### config.mk
export PLATFORM = sky130hd
export DESIGN_NAME = srb_top
export DESIGN_NICKNAME = d
export VERILOG_FILES = /design/src/rtl/srb_pkg.sv /design/src/rtl/srb_map.sv /design/src/rtl/srb_bank.sv /design/src/rtl/srb_top.sv
export SDC_FILE = /design/constraint.sdc
export NUM_CORES = 1
export LEC_CHECK = 0
export BUFFER_PORTS_ARGS = -buffer_cell sky130_fd_sc_hd__buf_2
export CAP_MARGIN = 20
export CORE_UTILIZATION = 35
export CTS_CLUSTER_DIAMETER = 100
export DETAILED_ROUTE_END_ITERATION = 10
export PLACE_DENSITY = 0.57
export SYNTH_ARGS = -nofsm -noshare
export SYNTH_HDL_FRONTEND = slang
export SYNTH_SLANG_ARGS = --single-unit
### constraint.sdc
create_clock -name clk -period 3.1 [get_ports clk]
set_input_delay 0.775 -clock clk [delete_from_list [all_inputs] [get_ports clk]]
set_output_delay 0.775 -clock clk [all_outputs]
set_load 0.1 [all_outputs]
### src/rtl/srb_pkg.sv
package srb_pkg;

    typedef enum logic [1:0] {
        ALLOC_ALL_A = 2'd0,
        ALLOC_A0_B1 = 2'd1,
        ALLOC_A1_B0 = 2'd2,
        ALLOC_ALL_B = 2'd3
    } alloc_e;

    typedef enum logic {
        MST_A = 1'b0,
        MST_B = 1'b1
    } master_e;

    // Bit i set when the master owns bank i under the given allocation.
    function automatic logic [1:0] owned_mask(alloc_e al, master_e m);
        logic [1:0] a_mask;
        unique case (al)
            ALLOC_ALL_A: a_mask = 2'b11;
            ALLOC_A0_B1: a_mask = 2'b01;
            ALLOC_A1_B0: a_mask = 2'b10;
            default:     a_mask = 2'b00;
        endcase
        return (m == MST_A) ? a_mask : ~a_mask;
    endfunction

endpackage

### src/rtl/srb_map.sv
module srb_map
    import srb_pkg::*;
#(
    parameter int WIN_AW  = 8,
    parameter int BANK_AW = 4,
    parameter master_e MST = MST_A
) (
    input  alloc_e               alloc,
    input  logic                 req,
    input  logic [WIN_AW-1:0]    addr,
    output logic                 hit,
    output logic                 bank_idx,
    output logic [1:0]           bank_en,
    output logic [BANK_AW-1:0]   offset
);
    logic [1:0] mask;

    always_comb begin
        mask   = owned_mask(alloc, MST);
        offset = addr[BANK_AW-1:0];
        unique case (mask)
            2'b11:   bank_idx = addr[BANK_AW];
            2'b10:   bank_idx = 1'b1;
            default: bank_idx = 1'b0;
        endcase
        hit     = req && (mask != 2'b00);
        bank_en = hit ? (bank_idx ? 2'b10 : 2'b01) : 2'b00;
    end

endmodule

### src/rtl/srb_bank.sv
module srb_bank #(
    parameter int DATA_W  = 16,
    parameter int BANK_AW = 4
) (
    input  logic                clk,
    input  logic                en,
    input  logic                we,
    input  logic [BANK_AW-1:0]  addr,
    input  logic [DATA_W-1:0]   wdata,
    output logic [DATA_W-1:0]   rdata
);
    localparam int WORDS = 1 << BANK_AW;

    logic [DATA_W-1:0] mem [WORDS];
    logic [DATA_W-1:0] rd_q;

    always_ff @(posedge clk) begin
        if (en && we) mem[addr] <= wdata;
        if (en && !we) rd_q <= mem[addr];
    end

    assign rdata = rd_q;

endmodule

### src/rtl/srb_top.sv
module srb_top
    import srb_pkg::*;
#(
    parameter int DATA_W  = 16,
    parameter int BANK_AW = 4,
    parameter int WIN_AW  = 8
) (
    input  logic               clk,
    input  logic               rst_n,
    input  logic               cfg_we,
    input  logic [7:0]         cfg_wdata,
    output logic [1:0]         alloc_o,
    input  logic               a_req,
    input  logic               a_we,
    input  logic [WIN_AW-1:0]  a_addr,
    input  logic [DATA_W-1:0]  a_wdata,
    output logic [DATA_W-1:0]  a_rdata,
    input  logic               b_req,
    input  logic               b_we,
    input  logic [WIN_AW-1:0]  b_addr,
    input  logic [DATA_W-1:0]  b_wdata,
    output logic [DATA_W-1:0]  b_rdata
);
    localparam int NBANK = 2;

    typedef struct packed {
        alloc_e alloc;
        logic   a_rd;
        logic   a_bank;
        logic   b_rd;
        logic   b_bank;
    } state_t;

    state_t st_d, st_q;

    logic               a_hit, b_hit, a_bidx, b_bidx;
    logic [1:0]         a_ben, b_ben;
    logic [BANK_AW-1:0] a_off, b_off;
    logic [DATA_W-1:0]  bank_rd [NBANK];

    srb_map #(.WIN_AW(WIN_AW), .BANK_AW(BANK_AW), .MST(MST_A)) u_map_a (
        .alloc(st_q.alloc), .req(a_req), .addr(a_addr),
        .hit(a_hit), .bank_idx(a_bidx), .bank_en(a_ben), .offset(a_off)
    );

    srb_map #(.WIN_AW(WIN_AW), .BANK_AW(BANK_AW), .MST(MST_B)) u_map_b (
        .alloc(st_q.alloc), .req(b_req), .addr(b_addr),
        .hit(b_hit), .bank_idx(b_bidx), .bank_en(b_ben), .offset(b_off)
    );

    for (genvar i = 0; i < NBANK; i++) begin : g_bank
        logic               use_b;
        logic               en;
        logic               we;
        logic [BANK_AW-1:0] addr;
        logic [DATA_W-1:0]  wdata;

        assign use_b = b_ben[i];
        assign en    = a_ben[i] | b_ben[i];
        assign we    = use_b ? b_we    : a_we;
        assign addr  = use_b ? b_off   : a_off;
        assign wdata = use_b ? b_wdata : a_wdata;

        srb_bank #(.DATA_W(DATA_W), .BANK_AW(BANK_AW)) u_bank (
            .clk(clk), .en(en), .we(we), .addr(addr),
            .wdata(wdata), .rdata(bank_rd[i])
        );
    end

    always_comb begin
        st_d = st_q;
        if (cfg_we) st_d.alloc = alloc_e'(cfg_wdata[1:0]);
        st_d.a_rd   = a_hit && !a_we;
        st_d.a_bank = a_bidx;
        st_d.b_rd   = b_hit && !b_we;
        st_d.b_bank = b_bidx;
    end

    always_ff @(posedge clk) begin
        if (!rst_n) begin
            st_q <= '{alloc: ALLOC_ALL_A, a_rd: 1'b0, a_bank: 1'b0,
                      b_rd: 1'b0, b_bank: 1'b0};
        end else begin
            st_q <= st_d;
        end
    end

    assign alloc_o = st_q.alloc;
    assign a_rdata = st_q.a_rd ? bank_rd[st_q.a_bank] : '0;
    assign b_rdata = st_q.b_rd ? bank_rd[st_q.b_bank] : '0;

    AST_BANK_EXCLUSIVE: assert property (@(posedge clk) disable iff (!rst_n)
        (a_ben & b_ben) == 2'b00);
    AST_ALLOC_LOAD: assert property (@(posedge clk) disable iff (!rst_n)
        cfg_we |=> alloc_o == $past(cfg_wdata[1:0]));
    AST_ALLOC_HOLD: assert property (@(posedge clk) disable iff (!rst_n)
        !cfg_we |=> $stable(alloc_o));
    AST_UNOWNED_A_ZERO: assert property (@(posedge clk) disable iff (!rst_n)
        (a_req && alloc_o == 2'd3) |=> a_rdata == '0);
    AST_UNOWNED_B_ZERO: assert property (@(posedge clk) disable iff (!rst_n)
        (b_req && alloc_o == 2'd0) |=> b_rdata == '0);
    AST_IDLE_A_ZERO: assert property (@(posedge clk) disable iff (!rst_n)
        !a_req |=> a_rdata == '0);
    AST_IDLE_B_ZERO: assert property (@(posedge clk) disable iff (!rst_n)
        !b_req |=> b_rdata == '0);
    AST_ONE_BANK_PER_MASTER: assert property (@(posedge clk) disable iff (!rst_n)
        $onehot0(a_ben) && $onehot0(b_ben));

endmodule

==> summary.txt <==
Status
  • Status: finished, final reports clean

Min path
  • Worst Hold Class: in -> reg
  • WHS Path Cells: 3

STA
  • RSZ-0062 raised after global routing: false
  • Setup violators final: 0
  • Final hold vios: 0
  • Max_slew headroom: between 40% and 50%
  • Worst-margin pin slew: 0.805 ns
  • F_max: 330 MHz
  • Minimum clock period: 3.03 ns
  • Slew Viols, Final: 0
  • Clk_skew: 0.0276 ns
  • Period utilisation layout: around 98%

Placement
  • Number of instances in the placed design: approximately 3,800
  • Post-DP HPWL: 60.6 mm
  • Placed inst area: about 32,000 um^2
  • Port-buffer cells: 84
  • GPL Wtd Cong: 0.823

Routing
  • DRC errors left: 0
  • Detailed Route WL: 99.9 mm
  • DR vias: roughly 24,000
  • WL/cell: around 25 um
  • Antenna Violating Nets Remaining: 0
  • Iteration-0 DRC count of the detailed router: roughly 2,800
  • Drt pass-1 iters: 6
  • Via/cell ratio: between 6 and 7

GRT
  • Grt ovf: 0
  • Most used routing layer: met2
  • Pin count of the biggest net entering global routing: 81
  • Met1 Track Usage GR: 31.2%
  • Initial antenna violation count: 8
  • Gr usage total: 22.9%
  • Met2 Track Usage GR: 36.7%
  • First-pass GRT wire length: 149 mm
  • Via count of the first global-routing pass: 24,000
  • Met3 Resource Use GR: 3.59%

Clock network
  • Post_cts resized: 0
  • Htree depth: 2
  • Clk sinks: 550
  • TritonCTS clock tree: yes
  • Hold-fix buffer count after cts: 0
  • Clock transition at path regs: 0.06 ns
  • Total CTS buffers: 56
  • Clock latency on the worst-skew pair: 0.63 ns
  • Clk buf depth: 3
  • CTS Root Cell: clkbuf_16
  • Postcts setup bufs: 0

Setup path
  • Crit start category: flip-flop
  • Worst EP required: 2.32 ns
  • CP max FO: 16
  • Critical path arrival: 2.26 ns
  • R2R depth: 7
  • CP Capture Type: primary output
  • WS Path Type: reg -> out
  • R2r setup slk: 0.36 ns

Synthesis
  • Warnings, synthesis: 0
  • Post-synth EDFFs: 544
  • Net Count, Synth: about 2,800
  • Seq/Total Area, Yosys: between 50% and 60%
  • Synth async-reset ratio: 0%
  • Avg Cell Area, Syn: 10.6 um^2
  • Ys flop type: edfxtp_1
  • Synthesized cell area: 29,500 um^2
  • Synthesized flop and latch total: 550
  • Post-synthesis instance total: ~2,800
  • Netlist cell types: 42

Cells and area
  • Synth-to-Final Area Change: 15.9%
  • Finished Cell Area: 34,200 um^2
  • Post-layout instance count excluding filler cells: 3,919
  • Nets: 2,857
  • Layout cell share with drive strength beyond 1: 15.8%

Floorplan
  • DIE WIDTH: 292 um
  • Vert. Die Dim: ~290 um
  • Total core area: 83,600 um^2
  • Num rows: 106
  • # IOs: 97
  • Die Area: between 80,000 and 90,000 um^2
  • Starting Density: 35.3%

Power and ir drop
  • Pwr Density: 495 nW/um^2
  • LEAKAGE: 11.1 nW
  • Peak VDD IR: 0.000472 V

Job
  • Max-cap viol count: 0
-- worst paths after layout --
| kind | startpoint | endpoint |
|---|---|---|
| max | st_q[1] | b_rdata[10] |
| max reg2reg | alloc_o[1] | g_bank[1].u_bank.rdata[3] |
| min | cfg_wdata[0] | alloc_o[0] |
| min reg2reg | alloc_o[1] | st_q[1] |
-- cell type report --
type / instances / area (um^2)
timing repair buffer: 257 / 2750
multi-input combinational: 1926 / 11900
clock inverter: 33 / 256
tap: 1080 / 1350
sequential: 550 / 16500
clock buffer: 69 / 1450
fill: 7810 / 49400
antenna: 1 / 2.50
inverter: 3 / 21.3
-- flip-flops by register name, indices dropped and copies added (netlist names) --
signal	cells
g_bank.u_bank.rdata	32
st_q	4
alloc_o	2
g_bank.u_bank.mem	512
-- synthesized netlist by cell type, drive strengths merged, types with 2 or more instances --
cell type / number / area [um^2]
nor3: 8 / 40.0
nand2b: 263 / 1650
o21ai: 5 / 25.0
inv: 2 / 7.50
or4: 32 / 240
mux2: 32 / 360
nor4: 2 / 12.5
a311oi: 256 / 2240
nand3b: 2 / 15.0
o22ai: 137 / 901
nand2: 520 / 1960
edfxtp: 544 / 16300
a211oi: 256 / 1920
nand3: 9 / 45.0
dfxtp: 6 / 120
buf: 108 / 634
o211ai: 8 / 100
a21boi: 5 / 41.3
and2: 2 / 12.5
clkbuf: 182 / 683
and3: 3 / 18.8
a21oi: 265 / 1330
nor2: 44 / 165
mux2i: 34 / 340
nor2b: 36 / 225
-- cells by family (layout without fill, tap and decap cells) --
logic type / after synthesis / count (layout) / synth area share (%)
buffers and inverters: 293 / 362 / 4.51
DFF: 550 / 550 / 55.8
AOI/OAI and AO/OA: 937 / 937 / 22.4
muxes: 66 / 66 / 2.38
other: 0 / 1 / 0
and+or+nand+nor: 923 / 923 / 14.9
-- critical path: stages, from the launching register on --
cell     delay, ns
dfxtp_1       0.82
nor2b_2       0.34
buf_2         0.46
-- metal layers --
metal  vias up  share of wire [%]
li1      10700                  -
met1     12200                 41
met2      1229                 46
met3       242                8.7
met4        14                3.5
met5         -              0.087
-- per-stage QoR --
stage	total power [mW]	setup WS (ns)	TNS [ns]	utilization [%]	hold WS (ns)
2_1_floorplan	9.75	-0.158	-20.27	-	0.550
5_1_grt	17.4	0.0374	0	40.9	0.423
3_3_place_gp	10.5	-0.0977	-2.22	38.8	0.627
6_report	16.9	0.0665	0	40.9	0.421
4_1_cts	17.0	0.113	0	40.9	0.399
3_5_place_dp	10.6	-0.0750	-4.06	38.8	0.628
-- where the power goes --
part	switching, mW	total (mW)	internal (mW)
clock network	2.92	6.48	3.56
registers	0.0526	8.36	8.31
logic	1.39	2.06	0.667
-- layout by cell type, fill, tap and decap left out, types with 20 or more instances in the layout --
| cell | n |
|---|---|
| edfxtp_1 | 544 |
| nand2_1 | 517 |
| a21oi_1 | 265 |
| nand2b_1 | 262 |
| a211oi_1 | 256 |
| a311oi_1 | 256 |
| o22ai_1 | 129 |
| buf_4 | 101 |
| buf_12 | 79 |
| buf_2 | 75 |
| clkbuf_16 | 56 |
| mux2i_1 | 34 |
| or4_1 | 32 |
| mux2_2 | 32 |
| nor2_2 | 32 |
| nor2b_2 | 20 |
No activity file was read; power rests on OpenSTA's default activity.
